**src/rtl/sertx_pkg.sv**
```systemverilog
package sertx_pkg;
    typedef enum logic [1:0] {
        S_OFF        = 2'd0,
        S_IDLE_FRAME = 2'd1,
        S_READY      = 2'd2,
        S_SEND       = 2'd3
    } tx_state_e;
endpackage

```
**src/rtl/sertx_fsm.sv**
```systemverilog
module sertx_fsm
    import sertx_pkg::*;
#(
    parameter int DW = 8
) (
    input  logic          clk,
    input  logic          rst_n,
    input  logic          tick,
    input  logic          tx_en,
    input  logic          word9,
    input  logic          bit9_val,
    input  logic          wr,
    input  logic [DW-1:0] wdata,
    output logic          txd,
    output logic          ld_direct,
    output logic          ld_hold,
    output logic          done_empty,
    output logic          wr_ok
);
    localparam int FW = DW + 3;
    localparam int CW = $clog2(FW + 1);

    tx_state_e     state, state_nx;
    logic [FW-1:0] sh;
    logic [CW-1:0] cnt;
    logic [DW-1:0] hold;
    logic          hold_full;
    logic          busy, last, pend, wr_busy;
    logic [DW-1:0] next_word;
    logic [CW-1:0] flen;

    function automatic logic [FW-1:0] frame_of(input logic [DW-1:0] d,
                                               input logic m9, input logic b8);
        return m9 ? {1'b1, b8, d, 1'b0} : {2'b11, d, 1'b0};
    endfunction

    always_comb begin
        busy      = (state == S_IDLE_FRAME) || (state == S_SEND);
        last      = busy && tick && (cnt == CW'(1));
        wr_ok     = wr && tx_en && (state != S_OFF);
        wr_busy   = wr_ok && busy;
        ld_direct = wr_ok && (state == S_READY);
        pend      = hold_full || wr_busy;
        ld_hold   = last && pend;
        done_empty = last && !pend;
        next_word = wr_busy ? wdata : hold;
        flen      = word9 ? CW'(FW) : CW'(FW - 1);
    end

    always_comb begin
        state_nx = state;
        unique case (state)
            S_OFF:        if (tx_en) state_nx = S_IDLE_FRAME;
            S_IDLE_FRAME,
            S_SEND: begin
                if (!tx_en)    state_nx = S_OFF;
                else if (last) state_nx = pend ? S_SEND : S_READY;
            end
            S_READY: begin
                if (!tx_en)      state_nx = S_OFF;
                else if (wr_ok)  state_nx = S_SEND;
            end
        endcase
    end

    always_ff @(posedge clk or negedge rst_n) begin
        if (!rst_n) state <= S_OFF;
        else        state <= state_nx;
    end

    always_ff @(posedge clk or negedge rst_n) begin
        if (!rst_n) begin
            sh        <= '1;
            cnt       <= '0;
            hold      <= '0;
            hold_full <= 1'b0;
        end else if (!tx_en) begin
            hold_full <= 1'b0;
        end else if (state == S_OFF) begin
            sh  <= '1;
            cnt <= flen;
        end else if (ld_direct) begin
            sh  <= frame_of(wdata, word9, bit9_val);
            cnt <= flen;
        end else if (ld_hold) begin
            sh        <= frame_of(next_word, word9, bit9_val);
            cnt       <= flen;
            hold_full <= 1'b0;
        end else begin
            if (busy && tick) begin
                sh  <= {1'b1, sh[FW-1:1]};
                cnt <= cnt - CW'(1);
            end
            if (wr_busy) begin
                hold      <= wdata;
                hold_full <= 1'b1;
            end
        end
    end

    always_comb begin
        txd = busy ? sh[0] : 1'b1;
    end


    start_bit_chk: assert property (@(posedge clk) disable iff (!rst_n)
        (ld_direct || ld_hold) |=> !txd);

    off_high_chk: assert property (@(posedge clk) disable iff (!rst_n)
        !tx_en |=> txd);

    enable_idle_chk: assert property (@(posedge clk) disable iff (!rst_n)
        (state == S_OFF && tx_en) |=> (state == S_IDLE_FRAME && txd));

    cnt_live_chk: assert property (@(posedge clk) disable iff (!rst_n)
        busy |-> (cnt != '0));
endmodule

```
**src/rtl/sertx_flags.sv**
```systemverilog
module sertx_flags (
    input  logic clk,
    input  logic rst_n,
    input  logic rd_status,
    input  logic wr_ok,
    input  logic ld_direct,
    input  logic ld_hold,
    input  logic done_empty,
    input  logic be_ie,
    input  logic tc_ie,
    output logic be_o,
    output logic tc_o,
    output logic irq
);
    logic armed, set_be, set_tc, clr;

    always_comb begin
        set_be = ld_direct || ld_hold;
        set_tc = done_empty;
        clr    = armed && wr_ok;
        irq    = (be_o && be_ie) || (tc_o && tc_ie);
    end

    always_ff @(posedge clk or negedge rst_n) begin
        if (!rst_n) begin
            be_o  <= 1'b1;
            tc_o  <= 1'b1;
            armed <= 1'b0;
        end else begin
            if (set_be)   be_o <= 1'b1;
            else if (clr) be_o <= 1'b0;
            if (set_tc)   tc_o <= 1'b1;
            else if (clr) tc_o <= 1'b0;
            if (set_be || set_tc || clr) armed <= 1'b0;
            else if (rd_status)          armed <= 1'b1;
        end
    end


    no_clear_unarmed_chk: assert property (@(posedge clk) disable iff (!rst_n)
        (wr_ok && !armed && tc_o) |=> tc_o);

    disarm_on_set_chk: assert property (@(posedge clk) disable iff (!rst_n)
        (set_be || set_tc) |=> !armed);

    tc_rise_chk: assert property (@(posedge clk) disable iff (!rst_n)
        $rose(tc_o) |-> $past(set_tc));
endmodule

```
**src/rtl/sertx_top.sv**
```systemverilog
module sertx_top #(
    parameter int DW = 8
) (
    input  logic          clk,
    input  logic          rst_n,
    input  logic          baud_tick,
    input  logic          tx_en,
    input  logic          word9,
    input  logic          bit9_val,
    input  logic          be_ie,
    input  logic          tc_ie,
    input  logic          rd_status,
    input  logic          wr_data,
    input  logic [DW-1:0] wdata,
    output logic          txd,
    output logic          buf_empty,
    output logic          xfer_done,
    output logic          irq
);
    logic ld_direct, ld_hold, done_empty, wr_ok;

    sertx_fsm #(.DW(DW)) u_fsm (
        .clk(clk), .rst_n(rst_n), .tick(baud_tick), .tx_en(tx_en),
        .word9(word9), .bit9_val(bit9_val), .wr(wr_data), .wdata(wdata),
        .txd(txd), .ld_direct(ld_direct), .ld_hold(ld_hold),
        .done_empty(done_empty), .wr_ok(wr_ok)
    );

    sertx_flags u_flags (
        .clk(clk), .rst_n(rst_n), .rd_status(rd_status), .wr_ok(wr_ok),
        .ld_direct(ld_direct), .ld_hold(ld_hold), .done_empty(done_empty),
        .be_ie(be_ie), .tc_ie(tc_ie), .be_o(buf_empty), .tc_o(xfer_done),
        .irq(irq)
    );


    direct_empty_chk: assert property (@(posedge clk) disable iff (!rst_n)
        ld_direct |=> buf_empty);
endmodule

```
**config.mk**
```make
export PLATFORM = sky130hd
export DESIGN_NAME = sertx_top
export DESIGN_NICKNAME = d
export VERILOG_FILES = /design/src/rtl/sertx_pkg.sv /design/src/rtl/sertx_fsm.sv /design/src/rtl/sertx_flags.sv /design/src/rtl/sertx_top.sv
export SDC_FILE = /design/constraint.sdc
export NUM_CORES = 1
export LEC_CHECK = 0
export BUFFER_PORTS_ARGS = -buffer_cell sky130_fd_sc_hd__buf_2
export CELL_PAD_IN_SITES_DETAIL_PLACEMENT = 2
export CELL_PAD_IN_SITES_GLOBAL_PLACEMENT = 2
export CORE_MARGIN = 1.5
export CORE_UTILIZATION = 35
export CTS_CLUSTER_SIZE = 20
export DETAILED_ROUTE_END_ITERATION = 10
export PLACE_DENSITY = 0.74
export SLEW_MARGIN = 10
export SYNTH_ARGS = -nofsm -noshare
export SYNTH_HDL_FRONTEND = slang
export SYNTH_SLANG_ARGS = --single-unit
```
**constraint.sdc**
```tcl
create_clock -name clk -period 3.9 [get_ports clk]
set_clock_uncertainty 0.1 [all_clocks]
set_input_delay 0.39 -clock clk [delete_from_list [all_inputs] [get_ports clk]]
set_output_delay 0.39 -clock clk [all_outputs]
set_load 0.005 [all_outputs]
```
After elaboration in Yosys (flattened, before gate mapping)

Index checks and enable logic that the tools add are counted.

Register bits: 29
Bits of input ports: 18
Output and inout port bits: 4
Word-level logic and storage cells: 81

Add/sub/neg operators: 1
Equal/unequal tests: 10
Mux-type cells: 30
Bitwise gates (word level): 3
Reductions and logical operators: 29

Operators with widths:

| operator                                         | count |
|---|---|
| two-way mux 11 bit                               | 4 |
| two-way mux 10 bit                               | 2 |
| two-way mux 4 bit                                | 4 |
| two-way mux 1 bit                                | 13 |
| logical AND 1 bit                                | 11 |
| two-way mux 2 bit                                | 5 |
| two-way mux 8 bit                                | 1 |
| nonzero test 2 bit                               | 4 |
| logical OR 1 bit                                 | 6 |
| != test 2 bit, second input constant             | 3 |
| != test 3 x 2 -> 1 bit, second input constant    | 2 |
| one-hot mux 2 bit (3 select lines)               | 1 |
| AND reduction 3 bit                              | 2 |
| == test 2 bit, second input constant             | 2 |
| == test 4 x 1 -> 1 bit, second input constant    | 1 |
| AND reduction 4 bit                              | 1 |
| nonzero test 4 bit                               | 1 |
| subtractor 4 x 1 -> 4 bit, second input constant | 1 |
| != test 3 x 1 -> 1 bit, second input constant    | 1 |
| NOT 1 bit                                        | 3 |
| == test 2 x 1 -> 1 bit, second input constant    | 1 |
| logical NOT 2 bit                                | 1 |
| AND reduction 2 bit                              | 1 |
| OR reduction 2 bit                               | 1 |
| logical NOT 1 bit                                | 1 |

Logic depth before layout (Yosys ltp)

Gate-level depths: netlist of the first run.

Word-level depth: 9
Mapped depth: 6

By module

From an unflattened synthesis of the first run, not the netlist that was laid out.

Cell total of the unflattened synthesis: 152
Area, all modules: 1549.0 um^2

By module, submodules not included:

| module      | times used | cells each | area an instance (um^2) |
|---|---|---|---|
| sertx_fsm   | 1          | 142        | 1407.6 |
| sertx_flags | 1          | 10         | 141.4 |

Worst setup path before layout of the first run

Ideal clock, no wire load.

Path kind: in2reg
Start: input wr_data
End: register u_fsm.cnt[3]
Library setup time: 0.124 ns
Arrival time: 1.366 ns
Setup slack: 2.310 ns
Stages on the path: 6
Path buffers: 2
Cells stage by stage: buf_6 > a31o_1 > and3_4 > buf_8 > o31ai_2 > o21bai_1

Cells in the longest elaborated chain, start to end: 8
Elaborated cells on any way between the ends: 11

RTL lines:

| what                               | RTL line        | source |
|---|---|---|
| start: declaration                 | sertx_top.sv:13 | `input logic wr_data,` |
| logical AND 1 bit (*) (2 in a row) | sertx_fsm.sv:40 | `wr_ok = wr && tx_en && (state != S_OFF);` |
| logical AND 1 bit                  | sertx_fsm.sv:41 | `wr_busy = wr_ok && busy;` |
| logical OR 1 bit                   | sertx_fsm.sv:43 | `pend = hold_full \|\| wr_busy;` |
| logical AND 1 bit                  | sertx_fsm.sv:44 | `ld_hold = last && pend;` |
| two-way mux 4 bit                  | sertx_fsm.sv:85 | `end else if (ld_hold) begin` |
| two-way mux 4 bit                  | sertx_fsm.sv:82 | `end else if (ld_direct) begin` |
| two-way mux 4 bit                  | sertx_fsm.sv:79 | `end else if (state == S_OFF) begin` |
| end signal: assignment             | sertx_fsm.sv:81 | `cnt <= flen;` |
| end signal: assignment             | sertx_fsm.sv:84 | `cnt <= flen;` |
| end signal: assignment             | sertx_fsm.sv:87 | `cnt <= flen;` |
| end: declaration                   | sertx_fsm.sv:25 | `logic [CW-1:0] cnt;` |

Every way passes the cells marked *; elsewhere a longest branch is shown, timed or not.
A chain may end at the register's enable or synchronous reset.

Worst setup path in the final report of the first run

Start: register u_fsm.state[0]
End: register u_fsm.hold[3]

Cells in the longest elaborated chain, start to end: 7
Elaborated cells on any way between the ends: 18

RTL lines:

| what                                                         | RTL line                         | source |
|---|---|---|
| start: declaration                                           | sertx_fsm.sv:23                  | `tx_state_e state, state_nx;` |
| start signal: assignment                                     | sertx_fsm.sv:68                  | `else state <= state_nx;` |
| == test 2 x 1 -> 1 bit (tied with other cells)               | sertx_fsm.sv:38                  | `busy = (state == S_IDLE_FRAME) \|\| (state == S_SEND);` |
| logical OR 1 bit / logical AND 1 bit (equally long branches) | sertx_fsm.sv:38, sertx_fsm.sv:40 |  |
| logical AND 1 bit, on equally long branches                  | sertx_fsm.sv:39, sertx_fsm.sv:41 |  |
| logical AND 1 bit / logical OR 1 bit (equally long branches) | sertx_fsm.sv:39, sertx_fsm.sv:43 |  |
| logical AND 1 bit                                            | sertx_fsm.sv:44                  |  |
| NOT 1 bit (no source line)                                   | n/a                              |  |
| AND reduction 4 bit (no source line)                         | n/a                              |  |
| end signal: assignment                                       | sertx_fsm.sv:95                  | `hold <= wdata;` |
| end: declaration                                             | sertx_fsm.sv:26                  | `logic [DW-1:0] hold;` |

Several ways; a longest one is shown, not always the timed one.

==> key figures, run 1 <==
Finish
  • Diodes inserted: 0
  • Fraction of final layout cells with drive strength greater than 1: 41.82%
  • Util after Layout: 41.30%
  • Post-layout nets: 186
  • Fillers: 467
  • Layout overhead on the synthesized area: 11.47%
  • Most common cell after layout, fill and taps aside: buf_2
  • Most frequent cells in the layout: 21 x buf_2, 16 x dfrtp_1, 15 x mux2_2

Clock network
  • Resized cells post-CTS: 0
  • Maximum buffer depth of the clock tree: 2
  • Root buffer cell: clkbuf_8
  • Number of buffers inserted to repair setup after CTS: 0
  • Total number of clock tree sinks: 28
  • Max H-tree Level: 1
  • Number of clock buffers inserted by TritonCTS: 3
  • CTS clock-pin slew for the worst setup and hold paths: 0.10 ns
  • Hold Buf Count CTS: 0
  • Clock network latency to the later pin of the worst-skew pair: 0.28 ns
  • TritonCTS clock tree: yes

Timing
  • Final setup violating endpoints: 0
  • Worst path setup slack after routing: 1.794 ns
  • Number of pins exceeding their max-slew limit in the final report: 0
  • Hold Violations, Final: 0
  • Final period util: 54.00%
  • Final-layout setup total negative slack: 0 ns
  • RSZ-0062 raised after global routing: false
  • Worst Tran Pin Value: 0.6414 ns
  • Final Critical Period: 2.106 ns
  • Peak Freq: 474.9 MHz
  • Relative slew slack: 57.24%

Placed design
  • Setup slack at placement: 1.805 ns
  • RD Place Congestion: 0.7952
  • Count of buffers from port buffering: 21
  • Half-perimeter wire length after placement: 2903 µm

Yosys
  • Synthesis warning total: 0
  • Mapped cell area: 1647 µm²
  • #FFs+latches synth: 28
  • Synthesized instance count: 147
  • Unique masters post-synth: 48
  • Top cell type's share of synthesized area: 24.32%
  • Total nets after synthesis: 167
  • Number of synthesized flops with an enable pin: 0
  • Main flop type after synthesis: dfrtp_1
  • Largest cells by area after synthesis: dfrtp_1 24%, dfstp_2 19%, mux2_2 10%
  • Syn_area_per_cell: 11.20 µm²
  • Largest area contributor in the netlist: dfrtp_1
  • Share of the yosys chip area belonging to registers: 43.47%
  • Fraction of registers with async set or reset after synthesis: 100.0%

Power
  • Sequential Power Share: 50.2%
  • Net switching fraction of the power: 25.90%
  • Cell internal power dissipation: 0.5179 mW
  • Total power density per cell area: 380.8 nW/µm²
  • Net switching power: 0.1810 mW
  • Clock network fraction of design power: 34.1%
  • Maximum vdd drop: 0.0001344 V
  • Leakage: 0.7164 nW
  • Power share of the combinational group: 15.7%

Run
  • Max Cap Violations: 0

Status
  • Status: complete, but fails checks
  • Violated checks: design-rule violations

Floorplanning
  • Core Rows: 24
  • Die extent in y: 71.59 µm
  • Ports placed on the boundary: 22
  • Die Span X: 71.59 µm
  • Area of the core region: 4444 µm²
  • Starting density of the core: 37.05%
  • Overall die area: 5125 µm²

Global routing
  • Met2 capacity usage during global routing: 34.89%
  • Wire length of the first global-routing pass: 7534 µm
  • Met1 track demand over resource: 23.62%
  • Total global routing overflow: 0
  • Global-route usage over all layers: 19.19%
  • Vias in the first global route: 1466
  • GR Layer Usage met3: 2.391%
  • Antenna violations before repair: 0
  • Busiest grt layer: met2
  • Pin count of the biggest net entering global routing: 29

Drt
  • Post-detailed-route wirelength per cell: 19.93 µm
  • Via Count: 1276
  • DRC marker count from the first detailed-route iteration: 86
  • Vias per Instance: 5.880
  • Drt drc: 1
  • DRT Wirelength: 4325 µm
  • Final antenna-violating net count: 0
  • Initial DRT Pass Iterations: 9

Critical path
  • Path type of the worst setup path: reg -> reg
  • Buffers & Inverters on Critical Path: 0
  • CP max stage delay: 0.67 ns
  • Max Fanout on Critical Path: 15
  • Crit-path slowest cell: dfrtp_1
  • Chain of cells forming the critical path: and4bb_4 -> nand2_2 -> nand4_4 -> mux2_2
  • Critical path launch point type: register
  • Endpoint required time on the critical path: 3.98 ns
  • Cell family contributing the most delay on the critical path: simple AND/OR/NAND/NOR gates
  • Endpoint arrival time on the critical path: 2.18 ns
  • Nature of the critical path endpoint: register

Hold path
  • Kind of path behind the tightest hold check: in -> async
==> path summary, 6_finish.rpt <==
kind,depth (start not counted),slack [ns],endpoint,from
setup / recovery,4,1.79,u_fsm.hold[3],u_fsm.state[0]
hold reg to reg,2,0.40,u_flags.tc_o,u_flags.tc_o
max in group asynchronous,1,3.27,u_fsm.hold[7],rst_n
min in group clk,3,0.24,u_fsm.sh[3],wdata[2]
hold / removal,1,0.01,u_fsm.cnt[2],rst_n
setup reg to reg,4,1.79,u_fsm.hold[3],u_fsm.state[0]
==> power by group through the flow <==
stage / sequential [mW] / clock [mW] / combinational, mW
6_report: 0.351 / 0.238 / 0.110
5_1_grt: 0.356 / 0.257 / 0.124
4_1_cts: 0.351 / 0.246 / 0.112
3_5_place_dp: 0.356 / 0 / 0.110
3_3_place_gp: 0.352 / 0 / 0.104
2_1_floorplan: 0.345 / 0 / 0.0785
==> registers in the layout, summed over array words and instances, names as in the netlist <==
name,flops
u_fsm.sh,10
u_fsm.state,2
u_flags.tc_o,1
u_fsm.hold,8
u_fsm.cnt,4
u_flags.be_o,1
u_flags.armed,1
u_fsm.hold_full,1
==> cell families (layout without fill, tap and decap cells) <==
kind of cell	count (synthesis)	in the layout	synth area share [%]
and+or+nand+nor	51	51	18.09
muxes	16	16	10.94
AOI/OAI and AO/OA	39	39	21.88
adders and majority gates	2	2	1.520
DFF	28	28	43.46
buffers and inverters	11	29	4.102
==> stage by stage <==
stage	total power [mW]	cells	hold slack, ns	cell area, µm²
2_1_floorplan	0.4236	147	-0.005591	1647
3_3_place_gp	0.4561	213	0.3534	1764
3_5_place_dp	0.4665	213	0.3666	1764
4_1_cts	0.7094	217	0.04539	1836
5_1_grt	0.7370	217	0.05237	1836
6_report	0.6989	217	0.01413	1836
==> cell type report <==
type	instances	area [µm²]	area share (%)
multi-input cells	108	863.3	47.03
flip-flops and latches	28	715.7	38.99
repair buffers	21	105.1	5.726
well taps	52	65.06	3.545
clock buffers	3	41.29	2.249
clock inverters	1	30.03	1.636
inverters	4	15.01	0.8180
==> metal layers <==
| metal | vias to the layer above | part of all wire, % |
|---|---|---|
| li1 | 589 | - |
| met2 | 19 | 51 |
| met4 | 0 | 1.3 |
| met3 | 5 | 2.1 |
| met5 | - | 0 |
| met1 | 663 | 46 |
==> cells in the mapped netlist, types with 2 or more instances <==
cell type / count
nor2b_1: 2
or2b_1: 3
dfrtp_1: 16
o221ai_2: 7
a31oi_1: 9
nor2_1: 13
dfstp_2: 12
o21a_1: 3
nand2_1: 11
inv_1: 4
nor3_1: 3
o221a_2: 2
nand2b_1: 7
buf_2: 3
a21oi_1: 4
mux2_2: 15
ha_1: 2
Power figures use the tool's default switching activity.
==> run 2, diff against run 1 <==
--- a/config.mk
+++ b/config.mk
@@ -5,14 +5,15 @@
 export SDC_FILE = /design/constraint.sdc
 export NUM_CORES = 1
 export LEC_CHECK = 0
+export ABC_AREA = 1
 export BUFFER_PORTS_ARGS = -buffer_cell sky130_fd_sc_hd__buf_2
 export CELL_PAD_IN_SITES_DETAIL_PLACEMENT = 2
 export CELL_PAD_IN_SITES_GLOBAL_PLACEMENT = 2
 export CORE_MARGIN = 1.5
-export CORE_UTILIZATION = 35
+export CORE_UTILIZATION = 29
 export CTS_CLUSTER_SIZE = 20
 export DETAILED_ROUTE_END_ITERATION = 10
-export PLACE_DENSITY = 0.74
+export PLACE_DENSITY = 0.75
 export SLEW_MARGIN = 10
 export SYNTH_ARGS = -nofsm -noshare
 export SYNTH_HDL_FRONTEND = slang
==> constraint.sdc (replaced) <==
create_clock -name clk -period 1.9 [get_ports clk]
set_clock_uncertainty 0.1 [all_clocks]
set_input_delay 0.19 -clock clk [delete_from_list [all_inputs] [get_ports clk]]
set_output_delay 0.19 -clock clk [all_outputs]
set_load 0.005 [all_outputs]
==> run 2 against run 1 <==
The flow now finishes without violations. Fmax increased by 25%. Clock power rose by 47%. Core utilization fell by 5.0 points. Register-to-register slack worse by 1.6 ns. Setup slack got worse by 1.6 ns. Die area rose by 25%. Critical path type unchanged. Critical endpoint is now u_fsm.sh[3]. Largest power group unchanged.
==> key figures, run 2 <==
Placed design
  • Post-placement cell count: 338 (was 213)
  • Cell area after placement: 1942 µm² (was 1764 µm²)
  • RD Place Congestion: 0.8262 (was 0.7952)
  • Count of buffers from port buffering: 21 (unchanged)
  • Half-perimeter wire length after placement: 3932 µm (was 2903 µm)
  • Setup slack at placement: 0.1414 ns (was 1.805 ns)

Timing
  • Final-layout setup total negative slack: 0 ns (unchanged)
  • Final hold slack: 0.1224 ns (was 0.01413 ns)
  • Worst path setup slack after routing: 0.2117 ns (was 1.794 ns)
  • Number of pins exceeding their max-slew limit in the final report: 0 (unchanged)
  • Peak Freq: 592.3 MHz (was 474.9 MHz)
  • Final setup violating endpoints: 0 (unchanged)
  • Worst Tran Pin Value: 0.6724 ns (was 0.6414 ns)
  • Relative slew slack: 55.17% (was 57.24%)
  • Final period util: 88.86% (was 54.00%)
  • RSZ-0062 raised after global routing: false (unchanged)
  • Final Critical Period: 1.688 ns (was 2.106 ns)
  • Hold Violations, Final: 0 (unchanged)

Global routing
  • Antenna violations before repair: 0 (unchanged)
  • Total global routing overflow: 0 (unchanged)
  • Pin count of the biggest net entering global routing: 29 (unchanged)
  • Global-route usage over all layers: 18.41% (was 19.19%)
  • Wire length of the first global-routing pass: 9011 µm (was 7534 µm)
  • Vias in the first global route: 1953 (was 1466)

Hold path
  • Kind of path behind the tightest hold check: in -> reg (was in -> async)

Yosys
  • Top cell type's share of synthesized area: 23.24% (was 24.32%)
  • Synthesized instance count: 246 (was 147)
  • Largest cells by area after synthesis: dfrtp_1 23%, dfstp_2 18%, nand2_1 16% (was dfrtp_1 24%, dfstp_2 19%, mux2_2 10%)
  • Unique masters post-synth: 25 (was 48)
  • Synth top cells by count: 74 x nand2_1, 43 x inv_1, 32 x nand3_1 (was 16 x dfrtp_1, 15 x mux2_2, 13 x nor2_1)
  • Largest area contributor in the netlist: dfrtp_1 (unchanged)
  • Share of the yosys chip area belonging to registers: 41.54% (was 43.47%)
  • Main flop type after synthesis: dfrtp_1 (unchanged)
  • Mapped cell area: 1723 µm² (was 1647 µm²)
  • #FFs+latches synth: 28 (unchanged)
  • Fraction of registers with async set or reset after synthesis: 100.0% (unchanged)
  • Number of synthesized flops with an enable pin: 0 (unchanged)
  • Syn_area_per_cell: 7.004 µm² (was 11.20 µm²)
  • Synthesis warning total: 0 (unchanged)
  • Total nets after synthesis: 266 (was 167)
  • Top-count cell post-synth: nand2_1 (was dfrtp_1)

Floorplanning
  • Die extent in y: 80.08 µm (was 71.59 µm)
  • Starting density of the core: 30.72% (was 37.05%)
  • Die Span X: 80.08 µm (was 71.59 µm)
  • Overall die area: 6413 µm² (was 5125 µm²)
  • Ports placed on the boundary: 22 (unchanged)
  • Area of the core region: 5608 µm² (was 4444 µm²)
  • Core Rows: 27 (was 24)

Critical path
  • Path type of the worst setup path: reg -> reg (unchanged)
  • Endpoint required time on the critical path: 2.03 ns (was 3.98 ns)
  • Nature of the critical path endpoint: register (unchanged)
  • Endpoint arrival time on the critical path: 1.82 ns (was 2.18 ns)
  • Critical path launch point type: register (unchanged)
  • Max Fanout on Critical Path: 9 (was 15)

Finish
  • Post-route non-filler standard cell count: 346 (was 217)
  • Layout overhead on the synthesized area: 18.08% (was 11.47%)
  • Fraction of final layout cells with drive strength greater than 1: 21.53% (was 41.82%)
  • Most frequent cells in the layout: 74 x nand2_1, 43 x inv_1, 32 x nand3_1 (was 21 x buf_2, 16 x dfrtp_1, 15 x mux2_2)
  • Post-route cell area: 2034 µm² (was 1836 µm²)
  • Biggest regs: u_fsm.sh (10), u_fsm.hold (8), u_fsm.cnt (4) (unchanged)
  • Largest reg by FF count: u_fsm.sh (unchanged)
  • Post-layout nets: 295 (was 186)
  • Largest register FFs: 10 (unchanged)
  • Diodes inserted: 0 (unchanged)
  • Util after Layout: 36.28% (was 41.30%)
  • Fillers: 709 (was 467)
  • Most common cell after layout, fill and taps aside: nand2_1 (was buf_2)

Drt
  • Via Count: 1697 (was 1276)
  • Final antenna-violating net count: 0 (unchanged)
  • DRT Wirelength: 5164 µm (was 4325 µm)
  • Drt drc: 0 (was 1)
  • Post-detailed-route wirelength per cell: 14.92 µm (was 19.93 µm)
  • Initial DRT Pass Iterations: 4 (was 9)
  • DRC marker count from the first detailed-route iteration: 80 (was 86)
  • Vias per Instance: 4.905 (was 5.880)

Clock network
  • Number of clock buffers inserted by TritonCTS: 3 (unchanged)
  • Total number of clock tree sinks: 28 (unchanged)
  • TritonCTS clock tree: yes (unchanged)
  • Maximum buffer depth of the clock tree: 2 (unchanged)
  • CTS clock-pin slew for the worst setup and hold paths: 0.10 ns (about the same)
  • Clock network latency to the later pin of the worst-skew pair: 0.28 ns (about the same)
  • Root buffer cell: clkbuf_8 (unchanged)
  • Max H-tree Level: 1 (unchanged)

Power
  • Net switching power: 0.5584 mW (was 0.1810 mW)
  • Cell internal power dissipation: 1.093 mW (was 0.5179 mW)
  • Power share of the combinational group: 30.5% (was 15.7%)
  • Clock network fraction of design power: 21.3% (was 34.1%)
  • Total power density per cell area: 811.7 nW/µm² (was 380.8 nW/µm²)
  • Leakage: 1.119 nW (was 0.7164 nW)
  • Sequential Power Share: 48.3% (was 50.2%)
  • Overall power of the completed layout: 1.651 mW (was 0.6989 mW)
  • Maximum vdd drop: 0.0003740 V (was 0.0001344 V)
  • Net switching fraction of the power: 33.81% (was 25.90%)

Status
  • Status: finished, final reports clean (was complete, but fails checks)

Run
  • Max Cap Violations: 0 (unchanged)
[run 2: path summary, 6_finish.rpt]
check                           slack (ns)       endpoint          from  depth (start not counted)
worst min-delay path                  0.12    u_fsm.sh[9]         word9                          4
worst max register to register        0.21    u_fsm.sh[3]  u_fsm.cnt[1]                         11
worst min register to register        0.37    u_fsm.sh[6]   u_fsm.sh[6]                          2
worst max-delay path                  0.21    u_fsm.sh[3]  u_fsm.cnt[1]                         11
max in group asynchronous             0.89   u_fsm.cnt[0]         rst_n                          2
min in group asynchronous             0.37  u_fsm.hold[2]         rst_n                          2
[run 2: metal layers]
| layer | track usage, % | up-vias | routed length, µm |
|---|---|---|---|
| met2 | 33.19 | 21 | 2627 |
| met1 | 22.81 | 839 | 2353 |
| met5 | 0 | - | 0 |
| li1 | - | 830 | - |
| met3 | 1.932 | 7 | 115 |
| met4 | 5.690 | 0 | 68 |
[run 2: layout make-up]
type,instances,area (µm²),area share [%]
Clock buffer,4,45.04,2.214
Timing Repair Buffer,35,225.2,11.07
Sequential cell,28,715.7,35.18
Inverter,44,167.7,8.241
Multi-Input combinational cell,163,790.8,38.87
Tap cell,72,90.09,4.428
[run 2: logic make-up after synthesis]
kind of cell | after synthesis | share of synthesized area (%)
AO/OA/AOI/OAI | 28 | 8.424
XOR/XNOR | 2 | 1.017
adder cells (fa/ha/maj) | 2 | 1.452
buffers and inverters | 55 | 12.56
flip-flops | 28 | 41.54
AND/OR/NAND/NOR | 131 | 35.00
[run 2: critical path: stages (launching register included)]
cell	delay, ns
dfrtp_1	0.39
inv_1	0.10
ha_1	0.16
nand2_1	0.10
nor2_4	0.13
nand2_2	0.11
buf_4	0.20
nand2_1	0.06
nand3_1	0.08
nand2_1	0.09
nand2_1	0.06
nand2_1	0.06
[run 2: repair_timing]
action	CTS	global route
resized for setup	0	1
setup endpoints to repair	0	8
hold buffers	1	0
endpoints found under the hold margin	16	0
setup buffers	0	3
[run 2: power by group through the flow]
stage | Clock [mW] | Sequential, mW | Combinational, mW
final | 0.351 | 0.797 | 0.503
after floorplan | 0 | 0.796 | 0.344
after global placement | 0 | 0.805 | 0.481
after detailed placement | 0 | 0.810 | 0.506
after global routing | 0.387 | 0.816 | 0.591
after CTS | 0.375 | 0.800 | 0.510
==> run 3, diff against run 2 <==
--- a/config.mk
+++ b/config.mk
@@ -9,7 +9,7 @@
 export BUFFER_PORTS_ARGS = -buffer_cell sky130_fd_sc_hd__buf_2
 export CELL_PAD_IN_SITES_DETAIL_PLACEMENT = 2
 export CELL_PAD_IN_SITES_GLOBAL_PLACEMENT = 2
-export CORE_MARGIN = 1.5
+export CORE_MARGIN = 3
 export CORE_UTILIZATION = 29
 export CTS_CLUSTER_SIZE = 20
 export DETAILED_ROUTE_END_ITERATION = 10
==> run 3 against run 2 <==
Count of clock-buffer cells in the layout unchanged. Sequential cell count unchanged. Largest power group unchanged. Critical path type unchanged. Core utilization decreased by 0.44 points.
==> key figures, run 3 (synthesis results as in run 2) <==
Global routing
  • Total global routing overflow: 0 (unchanged)
  • Pin count of the biggest net entering global routing: 29 (unchanged)
  • Global-route usage over all layers: 16.54% (was 18.41%)
  • Vias in the first global route: 1839 (was 1953)
  • Wire length of the first global-routing pass: 9246 µm (was 9011 µm)
  • Antenna violations before repair: 0 (unchanged)

Clock network
  • Clock network latency to the later pin of the worst-skew pair: 0.28 ns (about the same)
  • CTS clock-pin slew for the worst setup and hold paths: 0.11 ns (was 0.10 ns)
  • Number of clock buffers inserted by TritonCTS: 3 (unchanged)
  • Total number of clock tree sinks: 28 (unchanged)
  • TritonCTS clock tree: yes (unchanged)
  • Max H-tree Level: 1 (unchanged)
  • Root buffer cell: clkbuf_8 (unchanged)
  • Maximum buffer depth of the clock tree: 2 (unchanged)

Finish
  • Post-route cell area: 2022 µm² (was 2034 µm²)
  • Largest reg by FF count: u_fsm.sh (unchanged)
  • Diodes inserted: 0 (unchanged)
  • Post-layout nets: 293 (was 295)
  • Largest register FFs: 10 (unchanged)
  • Fillers: 696 (was 709)
  • Util after Layout: 35.84% (was 36.28%)
  • Most common cell after layout, fill and taps aside: nand2_1 (unchanged)
  • Layout overhead on the synthesized area: 17.36% (was 18.08%)
  • Most frequent cells in the layout: 74 x nand2_1, 43 x inv_1, 32 x nand3_1 (unchanged)
  • Fraction of final layout cells with drive strength greater than 1: 20.96% (was 21.53%)
  • Biggest regs: u_fsm.sh (10), u_fsm.hold (8), u_fsm.cnt (4) (unchanged)

Placed design
  • Count of buffers from port buffering: 21 (unchanged)
  • RD Place Congestion: 0.7840 (was 0.8262)
  • Half-perimeter wire length after placement: 4044 µm (was 3932 µm)
  • Cell area after placement: 1942 µm² (unchanged)

Floorplanning
  • Overall die area: 6902 µm² (was 6413 µm²)
  • Die extent in y: 83.08 µm (was 80.08 µm)
  • Starting density of the core: 30.54% (was 30.72%)
  • Area of the core region: 5642 µm² (was 5608 µm²)
  • Core Rows: 27 (unchanged)
  • Ports placed on the boundary: 22 (unchanged)
  • Die Span X: 83.08 µm (was 80.08 µm)

Timing
  • Number of pins exceeding their max-slew limit in the final report: 0 (unchanged)
  • Final-layout setup total negative slack: 0 ns (unchanged)
  • Final Critical Period: 1.775 ns (was 1.688 ns)
  • Worst Tran Pin Value: 0.6730 ns (was 0.6724 ns)
  • Final period util: 93.42% (was 88.86%)
  • Final setup violating endpoints: 0 (unchanged)
  • Peak Freq: 563.4 MHz (was 592.3 MHz)
  • Relative slew slack: 55.13% (was 55.17%)
  • Hold Violations, Final: 0 (unchanged)
  • RSZ-0062 raised after global routing: false (unchanged)

Power
  • Power share of the combinational group: 30.0% (was 30.5%)
  • Clock network fraction of design power: 21.6% (was 21.3%)
  • Leakage: 1.110 nW (was 1.119 nW)
  • Net switching power: 0.5674 mW (was 0.5584 mW)
  • Cell internal power dissipation: 1.092 mW (was 1.093 mW)
  • Sequential Power Share: 48.3% (about the same)
  • Total power density per cell area: 820.7 nW/µm² (was 811.7 nW/µm²)
  • Net switching fraction of the power: 34.19% (was 33.81%)
  • Maximum vdd drop: 0.0002620 V (was 0.0003740 V)

Run
  • Max Cap Violations: 0 (unchanged)

Status
  • Status: finished, final reports clean (unchanged)

Hold path
  • Kind of path behind the tightest hold check: in -> reg (unchanged)

Critical path
  • Endpoint arrival time on the critical path: 1.89 ns (was 1.82 ns)
  • Path type of the worst setup path: reg -> reg (unchanged)
  • Nature of the critical path endpoint: register (unchanged)
  • Endpoint required time on the critical path: 2.02 ns (was 2.03 ns)
  • Critical path launch point type: register (unchanged)
  • Max Fanout on Critical Path: 9 (unchanged)

Drt
  • Via Count: 1704 (was 1697)
  • DRT Wirelength: 5382 µm (was 5164 µm)
  • Post-detailed-route wirelength per cell: 15.65 µm (was 14.92 µm)
  • DRC marker count from the first detailed-route iteration: 48 (was 80)
  • Final antenna-violating net count: 0 (unchanged)
  • Initial DRT Pass Iterations: 4 (unchanged)
  • Vias per Instance: 4.953 (was 4.905)
  • Drt drc: 0 (unchanged)
## run 3: layer usage
layer | up-vias | global-route usage, % | wire (µm)
li1 | 826 | - | -
met1 | 842 | 20.75 | 2443
met2 | 26 | 29.59 | 2698
met3 | 10 | 2.877 | 140
met4 | 0 | 3.418 | 99
met5 | - | 0 | 0
## run 3: critical path, stage by stage, from the launching register on
cell,delay (ns)
dfrtp_1,0.40
inv_1,0.10
ha_1,0.16
nand2_1,0.10
nor2_4,0.15
nand2_2,0.13
nand3_2,0.09
nand2_2,0.13
buf_4,0.21
nand2_1,0.06
nand2_1,0.06
## run 3: layout make-up
| type | count | area, µm² | share of cell area [%] |
|---|---|---|---|
| Clock buffer | 4 | 45.04 | 2.228 |
| Inverter | 44 | 170.2 | 8.416 |
| Multi-Input combinational cell | 163 | 790.8 | 39.11 |
| Sequential cell | 28 | 715.7 | 35.40 |
| Tap cell | 72 | 90.09 | 4.455 |
| Timing Repair Buffer | 33 | 210.2 | 10.40 |
## run 3: power groups by stage
| stage | sequential [mW] | combinational, mW | clock (mW) |
|---|---|---|---|
| 2_1_floorplan | 0.796 | 0.344 | 0 |
| 3_3_place_gp | 0.810 | 0.476 | 0 |
| 3_5_place_dp | 0.815 | 0.497 | 0 |
| 4_1_cts | 0.805 | 0.501 | 0.381 |
| 5_1_grt | 0.817 | 0.593 | 0.399 |
| 6_report | 0.802 | 0.498 | 0.359 |
## run 3: per-stage QoR
step	setup slack [ns]	hold slack [ns]	power (mW)	instances
after floorplan	0.2844	-0.2056	1.141	246
after global placement	0.1528	0.1688	1.286	338
after detailed placement	0.07345	0.1685	1.312	338
after CTS	0.03956	0.1126	1.688	343
after global routing	0.01594	0.1353	1.808	344
final	0.1250	0.1191	1.659	344
## run 3: what timing repair did
action / 4_1_cts / 5_1_grt
gates resized for setup: 0 / 3
endpoints found under the setup margin: 0 / 19
hold endpoints to repair: 16 / 0
setup buffers: 0 / 1
hold buffers: 1 / 0
## run 3: worst paths after layout
kind	slack, ns	to	depth (start not counted)	startpoint
setup / recovery	0.13	u_fsm.sh[1]	10	u_fsm.cnt[1]
hold / removal	0.12	u_flags.armed	3	rd_status
setup reg to reg	0.13	u_fsm.sh[1]	10	u_fsm.cnt[1]
hold reg to reg	0.37	u_fsm.sh[7]	2	u_fsm.sh[7]
max in group asynchronous	0.90	u_fsm.hold[0]	2	rst_n
min in group asynchronous	0.37	u_fsm.hold[6]	2	rst_n
